**config.mk**
```make
export PLATFORM = sky130hd
export DESIGN_NAME = cfg_rd_retry
export DESIGN_NICKNAME = d
export VERILOG_FILES = /design/src/rtl/cfg_rd_retry.sv
export SDC_FILE = /design/constraint.sdc
export NUM_CORES = 1
export LEC_CHECK = 0
export ABC_AREA = 0
export BUFFER_PORTS_ARGS = -buffer_cell sky130_fd_sc_hd__buf_2
export CAP_MARGIN = 30
export CORE_UTILIZATION = 56
export DETAILED_ROUTE_END_ITERATION = 6
export PLACE_DENSITY = 0.85
export SETUP_SLACK_MARGIN = 0.4
export SLEW_MARGIN = 20
export SYNTH_ARGS = -nofsm -noshare
export SYNTH_HDL_FRONTEND = slang
export SYNTH_SLANG_ARGS = --single-unit
export TNS_END_PERCENT = 1
```
**constraint.sdc**
```tcl
create_clock -name clk -period 6.7 [get_ports clk]
set_input_delay 0.67 -clock clk [delete_from_list [all_inputs] [get_ports clk]]
set_output_delay 0.67 -clock clk [all_outputs]
set_load 0.02 [all_outputs]
```
**src/rtl/cfg_rd_retry.sv**
```systemverilog
module cfg_rd_retry #(
  parameter int TICK_DIV      = 200,
  parameter int TIMEOUT_TICKS = 500000,
  parameter int CNT_W         = 19,
  parameter int BUS_W         = 8,
  parameter int DEVFN_W       = 8,
  parameter int ADDR_W        = 12
) (
  input  logic               clk,
  input  logic               rst_n,
  input  logic               sv_enable,
  input  logic               req_valid,
  output logic               req_ready,
  input  logic [BUS_W-1:0]   req_bus,
  input  logic [DEVFN_W-1:0] req_devfn,
  input  logic [ADDR_W-1:0]  req_addr,
  input  logic [1:0]         req_size,
  output logic               dn_valid,
  input  logic               dn_ready,
  output logic [BUS_W-1:0]   dn_bus,
  output logic [DEVFN_W-1:0] dn_devfn,
  output logic [ADDR_W-1:0]  dn_addr,
  input  logic               cpl_valid,
  input  logic [2:0]         cpl_status,
  input  logic [31:0]        cpl_data,
  output logic               rsp_valid,
  output logic [31:0]        rsp_data,
  output logic               rsp_timeout
);

  localparam int          PRE_W   = $clog2(TICK_DIV + 1);
  localparam logic [31:0] MARKER  = 32'hFFFF_0001;
  localparam logic [2:0]  ST_OK   = 3'd0;
  localparam logic [2:0]  ST_RTY  = 3'd2;
  localparam logic [CNT_W-1:0] CNT_LIM = CNT_W'(TIMEOUT_TICKS);
  localparam logic [PRE_W-1:0] PRE_LD  = PRE_W'(TICK_DIV - 1);

  typedef enum logic [2:0] {S_IDLE, S_ISSUE, S_WAIT, S_PAUSE, S_RESP} st_t;

  st_t                st;
  logic [BUS_W-1:0]   bus_q;
  logic [DEVFN_W-1:0] devfn_q;
  logic [ADDR_W-1:0]  addr_q;
  logic [1:0]         size_q;
  logic [CNT_W-1:0]   rcnt;
  logic [PRE_W-1:0]   pre;
  logic [31:0]        word_q;
  logic               tmo_q;

  logic        bypass, off0, marker_in, sv_hit, retry, expire;
  logic [31:0] word_n, shifted;

  assign bypass    = (bus_q == '0);
  assign off0      = (addr_q[ADDR_W-1:2] == '0);
  assign marker_in = (cpl_status == ST_RTY) || (cpl_status == ST_OK && cpl_data == MARKER);
  assign sv_hit    = sv_enable && off0;
  assign retry     = !bypass && marker_in && !sv_hit;
  assign expire    = retry && (rcnt == CNT_LIM);

  always_comb begin
    if (bypass)              word_n = cpl_data;
    else if (marker_in)      word_n = sv_hit ? MARKER : 32'hFFFF_FFFF;
    else if (cpl_status == ST_OK) word_n = cpl_data;
    else                     word_n = 32'hFFFF_FFFF;
  end

  always_ff @(posedge clk) begin
    if (!rst_n) begin
      st      <= S_IDLE;
      bus_q   <= '0;
      devfn_q <= '0;
      addr_q  <= '0;
      size_q  <= '0;
      rcnt    <= '0;
      pre     <= '0;
      word_q  <= '0;
      tmo_q   <= 1'b0;
    end else begin
      case (st)
        S_IDLE: if (req_valid) begin
          bus_q   <= req_bus;
          devfn_q <= req_devfn;
          addr_q  <= req_addr;
          size_q  <= req_size;
          rcnt    <= '0;
          tmo_q   <= 1'b0;
          st      <= S_ISSUE;
        end
        S_ISSUE: if (dn_ready) st <= S_WAIT;
        S_WAIT: if (cpl_valid) begin
          if (retry && !expire) begin
            rcnt <= rcnt + 1'b1;
            pre  <= PRE_LD;
            st   <= S_PAUSE;
          end else begin
            word_q <= word_n;
            tmo_q  <= expire;
            st     <= S_RESP;
          end
        end
        S_PAUSE: begin
          if (pre == '0) st <= S_ISSUE;
          else           pre <= pre - 1'b1;
        end
        default: st <= S_IDLE;
      endcase
    end
  end

  assign req_ready   = (st == S_IDLE);
  assign dn_valid    = (st == S_ISSUE);
  assign dn_bus      = bus_q;
  assign dn_devfn    = devfn_q;
  assign dn_addr     = {addr_q[ADDR_W-1:2], 2'b00};
  assign rsp_valid   = (st == S_RESP);
  assign rsp_timeout = rsp_valid && tmo_q;

  assign shifted = word_q >> {addr_q[1:0], 3'b000};
  always_comb begin
    case (size_q)
      2'd0:    rsp_data = {24'h0, shifted[7:0]};
      2'd1:    rsp_data = {16'h0, shifted[15:0]};
      default: rsp_data = word_q;
    endcase
  end

  AST_NO_NEW_REQ:   assert property (@(posedge clk) disable iff (!rst_n)
                      (req_valid && req_ready) |=> !req_ready);
  AST_RSP_PULSE:    assert property (@(posedge clk) disable iff (!rst_n)
                      rsp_valid |=> (!rsp_valid && req_ready));
  AST_BYPASS_NOTMO: assert property (@(posedge clk) disable iff (!rst_n)
                      rsp_timeout |-> (dn_bus != '0));
  AST_SV_NO_RETRY:  assert property (@(posedge clk) disable iff (!rst_n)
                      (st == S_WAIT && cpl_valid && sv_enable && dn_addr[ADDR_W-1:2] == '0)
                      |=> (rsp_valid && !rsp_timeout));
  AST_CNT_BOUND:    assert property (@(posedge clk) disable iff (!rst_n)
                      rcnt <= CNT_LIM);
  AST_TMO_ONES:     assert property (@(posedge clk) disable iff (!rst_n)
                      (rsp_timeout && size_q[1]) |-> (rsp_data == 32'hFFFF_FFFF));
  AST_DN_HOLD:      assert property (@(posedge clk) disable iff (!rst_n)
                      (dn_valid && !dn_ready) |=> (dn_valid && $stable(dn_addr)));

endmodule

```
# ---- Yosys cells after proc, flatten, opt, wreduce, memory -nomap -nowiden
# Index checks and enable logic that the tools add are counted.
dict set report word_totals {
  register_bits 93
  out_inout_bits 64
  wordCells 76
}
dict set report classes {
  add_sub_neg 2
  n_eq_ne 15
  shifts 1
  muxes 23
  bitwise 1
  n_reduce_logical 25
}
# op count
set op_table {}
lappend op_table {{$mux W32} 3}
lappend op_table {{$pmux W32 S2} 1}
lappend op_table {{$mux W19} 3}
lappend op_table {{$pmux W19 S2} 1}
lappend op_table {{$eq A32 B32 Y1 const B} 1}
lappend op_table {{$shr A32 B5 Y16} 1}
lappend op_table {{$mux W8} 3}
lappend op_table {{$add A19 B1 Y19 const B} 1}
lappend op_table {{$eq A19 B19 Y1 const B} 1}
lappend op_table {{$logic_not A8 Y1} 2}
lappend op_table {{$mux W16} 1}
lappend op_table {{$pmux W8 S2} 1}
lappend op_table {{$reduce_and A4 Y1} 4}
lappend op_table {{$mux W3} 5}
lappend op_table {{$ne A2 B2 Y1 const B} 6}
lappend op_table {{$pmux W3 S4} 1}
lappend op_table {{$logic_not A10 Y1} 1}
lappend op_table {{$eq A3 B2 Y1 const B} 3}
lappend op_table {{$sub A8 B1 Y8 const B} 1}
lappend op_table {{$logic_and A1 B1 Y1} 7}
lappend op_table {{$logic_not A3 Y1} 2}
lappend op_table {{$reduce_bool A2 Y1} 2}
lappend op_table {{$eq A3 B1 Y1 const B} 1}
lappend op_table {{$eq A3 B3 Y1 const B} 1}
lappend op_table {{other kinds (10)} 14}

# ---- Longest topological paths before layout
# Gate-level depths: netlist of run 1.
dict set report logic_depth {
  word_depth 11
  ltp_mapped 9
  ltp_nobuf 8
}

# ---- Worst setup path after synthesis of run 1
# Ideal clock, no wire load.
dict set report synth_path {
  path_type {input port to flip-flop}
  startpoint {in cpl_data[23]}
  endpoint {reg rcnt[11]}
  arrival_ns 2.280
  setup_slack_ns 4.319
  stages 7
  path_buffers 1
  cell_sequence {nand4_1 or4_1 o21bai_4 and2_1 buf_4 nand2_1 o41ai_1}
}
dict set report synth_between {
  elab_chain_cells 10
}
# item line_no
set synth_lines {}
lappend synth_lines {{from (decl)} 25} ;# input logic [31:0] cpl_data,
lappend synth_lines {{$eq A32 B32 Y1 *} 55} ;# assign marker_in = (cpl_status == ST_RTY) || (cpl_status == ST_OK && cpl_data == MARKER);
lappend synth_lines {{$logic_and A1 B1 Y1 *} 55}
lappend synth_lines {{$logic_or A1 B1 Y1 *} 55}
lappend synth_lines {{$logic_and A1 B1 Y1 * (2 in a row)} 57} ;# assign retry = !bypass && marker_in && !sv_hit;
lappend synth_lines {{$logic_and A1 B1 Y1} 58} ;# assign expire = retry && (rcnt == CNT_LIM);
lappend synth_lines {{$logic_not A1 Y1} 91} ;# if (retry && !expire) begin
lappend synth_lines {{$logic_and A1 B1 Y1 *} 91}
lappend synth_lines {{$ne A2 B2 Y1 (no source line) *} -}
lappend synth_lines {{$reduce_and A4 Y1 (no source line) *} -}
lappend synth_lines {{to (signal assigned)} 92} ;# rcnt <= rcnt + 1'b1;
lappend synth_lines {{to (decl)} 45} ;# logic [CNT_W-1:0] rcnt;
# Every way passes the cells marked *; elsewhere a longest branch is shown, timed or not.
# A chain may end at the register's enable or synchronous reset.

# ---- Worst setup path after layout of run 1
dict set report layout_path {
  startpoint {reg addr_q[0]}
  endpoint {out rsp_data[6]}
}
dict set report layout_between {
  elab_chain_cells 2
}
# item line_no
set layout_lines {}
lappend layout_lines {{from (decl)} 43} ;# logic [ADDR_W-1:0] addr_q;
lappend layout_lines {{from (signal assigned)} 83} ;# addr_q <= req_addr;
lappend layout_lines {{$shr A32 B5 Y16} 118} ;# assign shifted = word_q >> {addr_q[1:0], 3'b000};
lappend layout_lines {{$pmux W32 S2} 120} ;# case (size_q)
lappend layout_lines {{to (decl)} 27} ;# output logic [31:0] rsp_data,
# No other way between the ends.

==> results of run 1 <==
[sequential cells by signal, indices dropped and copies added (netlist names)]
name	flops
addr_q	12
dn_bus	8
dn_devfn	8
pre	8
rcnt	19
size_q	2
st	3
tmo_q	1
word_q	32
[worst max-delay path by stage]
stage | from | endpoint | slack [ns]
final | addr_q[0] | rsp_data[6] | 3.71
after global routing | addr_q[0] | rsp_data[6] | 3.49
after CTS | addr_q[0] | rsp_data[6] | 3.73
after detailed placement | cpl_data[23] | rcnt[6] | 3.81
after global placement | cpl_data[23] | rcnt[6] | 3.89
after floorplan | cpl_data[23] | rcnt[11] | 4.32
[cell families (layout without fill, tap and decap cells)]
kind of cell               Yosys count  after routing  synth area share
other                                1              2          0.000790
AOI/OAI and AO/OA                  176            176             0.251
DFF                                 93             93             0.392
adders and majority gates            4              4            0.0105
muxes                               12             12            0.0264
and+or+nand+nor                    256            256             0.258
buffers and inverters               63            162            0.0612
[synth_stat cells, drive strengths merged, types with 11 or more instances]
cell,number
o31ai,11
o21ai,36
buf,17
nor2,47
and2,19
a31oi,12
nand2,100
clkbuf,36
a21oi,58
dfxtp,93
nor3,24
o221a,17
[layout by cell type, fill, tap and decap left out, types with 6 or more instances in the layout]
cell type  count
buf_2        132
nand2_1      100
dfxtp_1       93
a21oi_1       56
nor2_1        47
o21ai_0       36
nor3_1        24
and2_1        19
o221a_2       17
a31oi_1       12
o31ai_1       11
nand4_1       10
clkbuf_8      10
inv_1          9
nor4_1         9
nand3_1        9
mux2i_1        8
a22o_1         8
or3_1          6
[metal layers]
layer / wire, µm / vias up / GRT usage
met3: 993 / 38 / 0.0639
met4: 408 / 0 / 0.119
met5: 0 / - / 0
met1: 5240 / 2245 / 0.344
met2: 6040 / 223 / 0.487
li1: - / 2366 / -
[stage by stage]
stage | setup slack [ns] | total power [W] | utilization
after CTS | 3.73 | 0.00116 | 0.675
after global routing | 3.49 | 0.00122 | 0.677
after global placement | 3.89 | 0.000785 | 0.645
after detailed placement | 3.81 | 0.000796 | 0.651
after floorplan | 4.32 | 0.000731 | -
final | 3.71 | 0.00116 | 0.677
[where the power goes]
part	switching, W	leakage, nW	internal [W]	total (W)
clock	0.000191	0.0906	0.000181	0.000373
combinational	0.000117	1.46	0.0000721	0.000189
sequential	0.0000246	0.755	0.000574	0.000598
total	0.000333	2.30	0.000827	0.00116
[layout make-up]
cell class / count / area (µm²) / area share
multi-input combinational: 450 / 2600 / 0.467
sequential: 93 / 1860 / 0.335
timing repair buffer: 137 / 733 / 0.132
clock buffer: 10 / 138 / 0.0248
tap: 105 / 131 / 0.0236
clock inverter: 5 / 61.3 / 0.0110
inverter: 10 / 37.5 / 0.00675
[worst max-delay path, stage by stage (launching register included)]
cell	delay, ns
dfxtp_1	0.84
nor2b_1	0.52
a22oi_1	0.18
o21ai_0	0.22
buf_2	0.20
==> metrics.md, run 1 <==
| Metric | Value |
|---|---|
| DRT Pass-1 Iters | `5` |
| DR vias | `around 4900` |
| Initial antenna violation count | `0` |
| RR Endpoint | `rcnt[1]` |
| Yosys warnings | `0` |
| Synth Register Bits | `93` |
| CP arrival | `2.32 ns` |
| CTS buffer count | `9` |
| Hold slack | `about 0.45 ns` |
| Hold_sp | `dn_devfn[1]` |
| Reg2reg path depth | `6` |
| Dpl cells | `794` |
| Top cell type's share of synthesized area | `0.392` |
| Initial drt markers | `between 300 and 400` |
| Root Driver | `clkbuf_8` |
| Final hold violation count | `0` |
| Largest net degree at the start of global routing | `between 50 and 60` |
| Global-route wire length before repair | `between 15000 and 20000 µm` |
| Layout net count | `between 700 and 800` |
| Fmax | `approximately 0.33 GHz` |
| Setup Fix Bufs, Post-CTS | `0` |
| Core ar. | `about 8200 µm²` |
| Gr ovfl total | `0` |
| RSZ-0062 raised after global routing | `false` |
| H-tree lvl count | `3` |
| Final setup violation count | `0` |
| Maximum VDD drop | `between 0.0001 and 0.00015 V` |
| Worst Path Class, Setup | `reg -> out` |
| Post-synthesis cell type count | `53` |
| Starting Density | `0.577` |
| Biggest area consumer among synthesized cells | `dfxtp_1` |
| Final cycle utilization of the critical path | `0.446` |
| R2R setup slack | `~4.2 ns` |
| # port buffers | `approximately 130` |
| Post-cts repair resize count | `0` |
| Post-synthesis sequential area ratio | `0.392` |
| DRC | `0` |
| FP Rows | `33` |
| Routed len/inst | `~16 µm` |
| Share of layout cells above drive strength 1 | `0.260` |
| Worst-path maximum fanout | `24` |
| Final Non-Filler Cells | `810` |
| Worst r2r src | `rcnt[11]` |
| Final WL | `between 10000 and 15000 µm` |
| Area delta synth->final | `17.2%` |
| Status | `completed` |
| Via density | `approximately 6.0` |
| CTS sink count | `between 90 and 100` |
| ANT cells | `0` |
| Mapped Cells | `around 610` |
| Slew headroom | `0.450` |
| Tightest Pin Transition | `0.823 ns` |
| Leakage | `2.30 nW` |
| Die width | `roughly 94 µm` |
| Post-synthesis average cell area | `around 8 µm²` |
| Final HPWL DP | `9270 µm` |
| CTS Hold Bufs | `0` |
| Worst hold stages | `2` |
| Post-route ant nets | `0` |
| Top post-synthesis cells by area | `dfxtp_1, nand2_1, a21oi_1` |
| Setup TNS | `0 ns` |
| Post-DP Area | `between 5000 and 6000 µm²` |
| Top Ports | `between 100 and 150` |
| EDFF count, synth | `0` |
| Worst hold path type | `reg -> reg` |
| Max cap viols | `0` |
| Clock period minus worst slack | `around 3 ns` |
| Layout Cell Area excl Fill | `5560 µm²` |
| Die area | `between 8000 and 9000 µm²` |
| Ys async rst share | `0` |
| Clock Path Buffers | `2` |
| Crit end category | `primary output` |
| Routability cong. | `roughly 0.89` |
| Die Y | `94.0 µm` |
| Worst EP required | `slightly above 6 ns` |
| Vias in the first global route | `~4300` |
| Reg clk slew, reported paths | `~0.09 ns` |
| Gr usage total | `0.285` |
| Startpoint Class | `flop` |
| Mapped Area | `~4700 µm²` |
| PwrDens | `between 200 and 250 nW/µm²` |
| CTS tree | `built` |
| Pins over their slew limit | `0` |
| Clock latency on the worst-skew pair | `roughly 0.35 ns` |
| Top FF cell, synth | `dfxtp_1` |
| Hold Path End | `dn_devfn[1]` |
| FILL cells | `approximately 700` |
| Clock Skews | `roughly 0.013 ns` |
(Power assumes the default switching activity.)
==> inputs of run 2 (changes only) <==
- CORE_UTILIZATION: 56 -> 52
- PLACE_DENSITY: 0.85 -> 0.8
- clock period: 6.7 -> 2.94 ns (I/O delays scaled with it)
==> run 2 against run 1 <==
Net effect:
- first-iteration DRC count rose by 16%
- clock-buffer cell count unchanged
- combinational power rose by 130%
- register-to-register slack lost 3.7 ns
- global-route usage decreased by 0.58 points
- non-clock buffer count increased by 3
- cell count rose by 0.86%
- cell area decreased by 0.29%
- clock skew rose by 0.0017 ns
- via count is 1.7% higher
- clock power grew 120%
- highest routed layer unchanged
==> metrics.md, run 2 (synthesized netlist as in run 1, its figures left out) <==
| Metric | Value |
|---|---|
| Status | `completed` |
| CTS tree | `built` |
| Worst-path maximum fanout | `11` |
| Most flops, register | `word_q` |
| Reg2reg path depth | `6` |
| DRC | `0` |
| Largest net degree at the start of global routing | `51` |
| CP arrival | `about 2.7 ns` |
| Worst hold stages | `3` |
| Die Y | `about 98 µm` |
| Slew headroom | `0.455` |
| Layout net count | `~780` |
| Layout Cell Area excl Fill | `approximately 5500 µm²` |
| Final HPWL DP | `about 9500 µm` |
| Hold_sp | `req_addr[6]` |
| Maximum VDD drop | `~0.00027 V` |
| DR vias | `between 4000 and 5000` |
| Max cap viols | `0` |
| FILL cells | `~800` |
| Area delta synth->final | `16.8%` |
| Final setup violation count | `0` |
| Final WL | `between 10000 and 15000 µm` |
| Gr usage total | `0.280` |
| Combinational share of power | `0.167` |
| Setup TNS | `0 ns` |
| Die width | `approximately 98 µm` |
| Final hold violation count | `0` |
| Gr ovfl total | `0` |
| FP Rows | `34` |
| R2R setup slack | `roughly 0.5 ns` |
| Int Power | `~0.0018 W` |
| Largest registers | `word_q (32), rcnt (19), addr_q (12)` |
| Worst hold path type | `in -> reg` |
| Multi-input logic area | `about 2600 µm²` |
| Worst EP required | `between 3 and 4 ns` |
| Register area | `between 1500 and 2000 µm²` |
| Clock Power Share | `0.313` |
| Setup Fix Bufs, Post-CTS | `0` |
| Clock Skews | `~0.015 ns` |
| Core ar. | `around 9000 µm²` |
| Hold Path End | `addr_q[6]` |
| Vias in the first global route | `between 4000 and 5000` |
| Fmax | `around 0.41 GHz` |
| PwrDens | `around 470 nW/µm²` |
| Initial drt markers | `just under 400` |
| Sequential Power Share | `0.521` |
| Die area | `9510 µm²` |
| Starting Density | `0.541` |
| Routed len/inst | `roughly 16 µm` |
| H-tree lvl count | `3` |
| Clock latency on the worst-skew pair | `0.36 ns` |
| Post-route ant nets | `0` |
| Clock period minus worst slack | `about 2.4 ns` |
| Top Ports | `around 140` |
| CTS buffer count | `9` |
| Root Driver | `clkbuf_8` |
| Global-route wire length before repair | `about 22000 µm` |
| Post-DP Area | `around 5400 µm²` |
| ANT cells | `0` |
| DRT Pass-1 Iters | `7` |
| # port buffers | `between 100 and 150` |
| Reg clk slew, reported paths | `0.10 ns` |
| Clock Path Buffers | `2` |
| Startpoint Class | `flop` |
| Via density | `around 6` |
| Worst r2r src | `rcnt[11]` |
| Share of layout cells above drive strength 1 | `0.264` |
| Pins over their slew limit | `0` |
| Worst Path Class, Setup | `reg -> reg` |
| Routability cong. | `approximately 0.92` |
| Most frequent cells in the layout | `buf_2, nand2_1, dfxtp_1` |
| P_sw | `0.000801 W` |
| Switch share | `0.307` |
| Tightest Pin Transition | `just over 0.8 ns` |
| Leakage | `~2.3 nW` |
| Final cycle utilization of the critical path | `0.829` |
| RR Endpoint | `pre[2]` |
| Largest register FFs | `32` |
| Crit end category | `flop` |
| CTS Hold Bufs | `0` |
| RSZ-0062 raised after global routing | `false` |
| Total power | `0.00260 W` |
| CTS sink count | `slightly above 90` |
| Leading cell type in the layout, fill and taps excluded | `buf_2` |
| Initial antenna violation count | `0` |
run 2: cell count changes in the layout (fill, tap and decap cells not counted), moves of 2 or more:
cell | previous run | this run
clkinv_2 | 0 | 2
clkinvlp_4 | 3 | 1
buf_8 | 2 | 0
buf_4 | 2 | 8
run 2: cell type report:
cell class / instances / area share
clock buffers: 10 / 0.0248
clock inverters: 6 / 0.00835
inverters: 10 / 0.00677
multi-input cells: 450 / 0.470
flip-flops and latches: 93 / 0.336
well taps: 108 / 0.0244
repair buffers: 140 / 0.130
run 2: metal layers:
| layer | track usage | wire length (µm) | share of wire | up-vias |
|---|---|---|---|---|
| met5 | 0 | 0 | 0 | - |
| met4 | 0.0962 | 237 | 0.018 | 0 |
| met3 | 0.0604 | 1150 | 0.086 | 25 |
| met2 | 0.471 | 6490 | 0.49 | 245 |
| met1 | 0.352 | 5500 | 0.41 | 2313 |
| li1 | - | - | - | 2371 |
run 2: metrics by stage:
stage	utilization	hold slack, ns	worst slack (ns)	std cells
global route	0.632	0.140	0.406	817
detailed placement	0.611	0.446	0.400	801
CTS	0.632	0.153	0.473	817
floorplan	-	0.425	0.813	606
global placement	0.611	0.441	0.500	801
finish	0.632	0.165	0.504	817
run 2: how the worst max path moves through the flow:
stage,startpoint,end,depth (start not counted)
after floorplan,rcnt[11],st[0],7
after global placement,cpl_data[23],rcnt[11],7
after detailed placement,cpl_data[23],rcnt[6],7
after CTS,rcnt[11],rcnt[6],6
after global routing,rcnt[11],pre[1],6
final,rcnt[11],pre[2],6
run 2: worst max-delay path, stage by stage, from the launching register on:
cell      delay [ns]
dfxtp_1         0.38
or4b_1          0.51
or3_1           0.36
o211a_1         0.25
and2_1          0.29
a21o_1          0.30
o2111a_1        0.25
run 2: what timing repair did:
action | 4_1_cts | 5_1_grt
gates resized for setup | 0 | 1
hold endpoints to repair | 0 | 0
setup endpoints to repair | 0 | 18
run 2: power groups by stage:
stage	sequential (W)	combinational (W)	clock, W
4_1_cts	0.00135	0.000430	0.000825
6_report	0.00136	0.000434	0.000814
3_3_place_gp	0.00138	0.000419	0
3_5_place_dp	0.00138	0.000428	0
2_1_floorplan	0.00138	0.000283	0
5_1_grt	0.00136	0.000476	0.000882
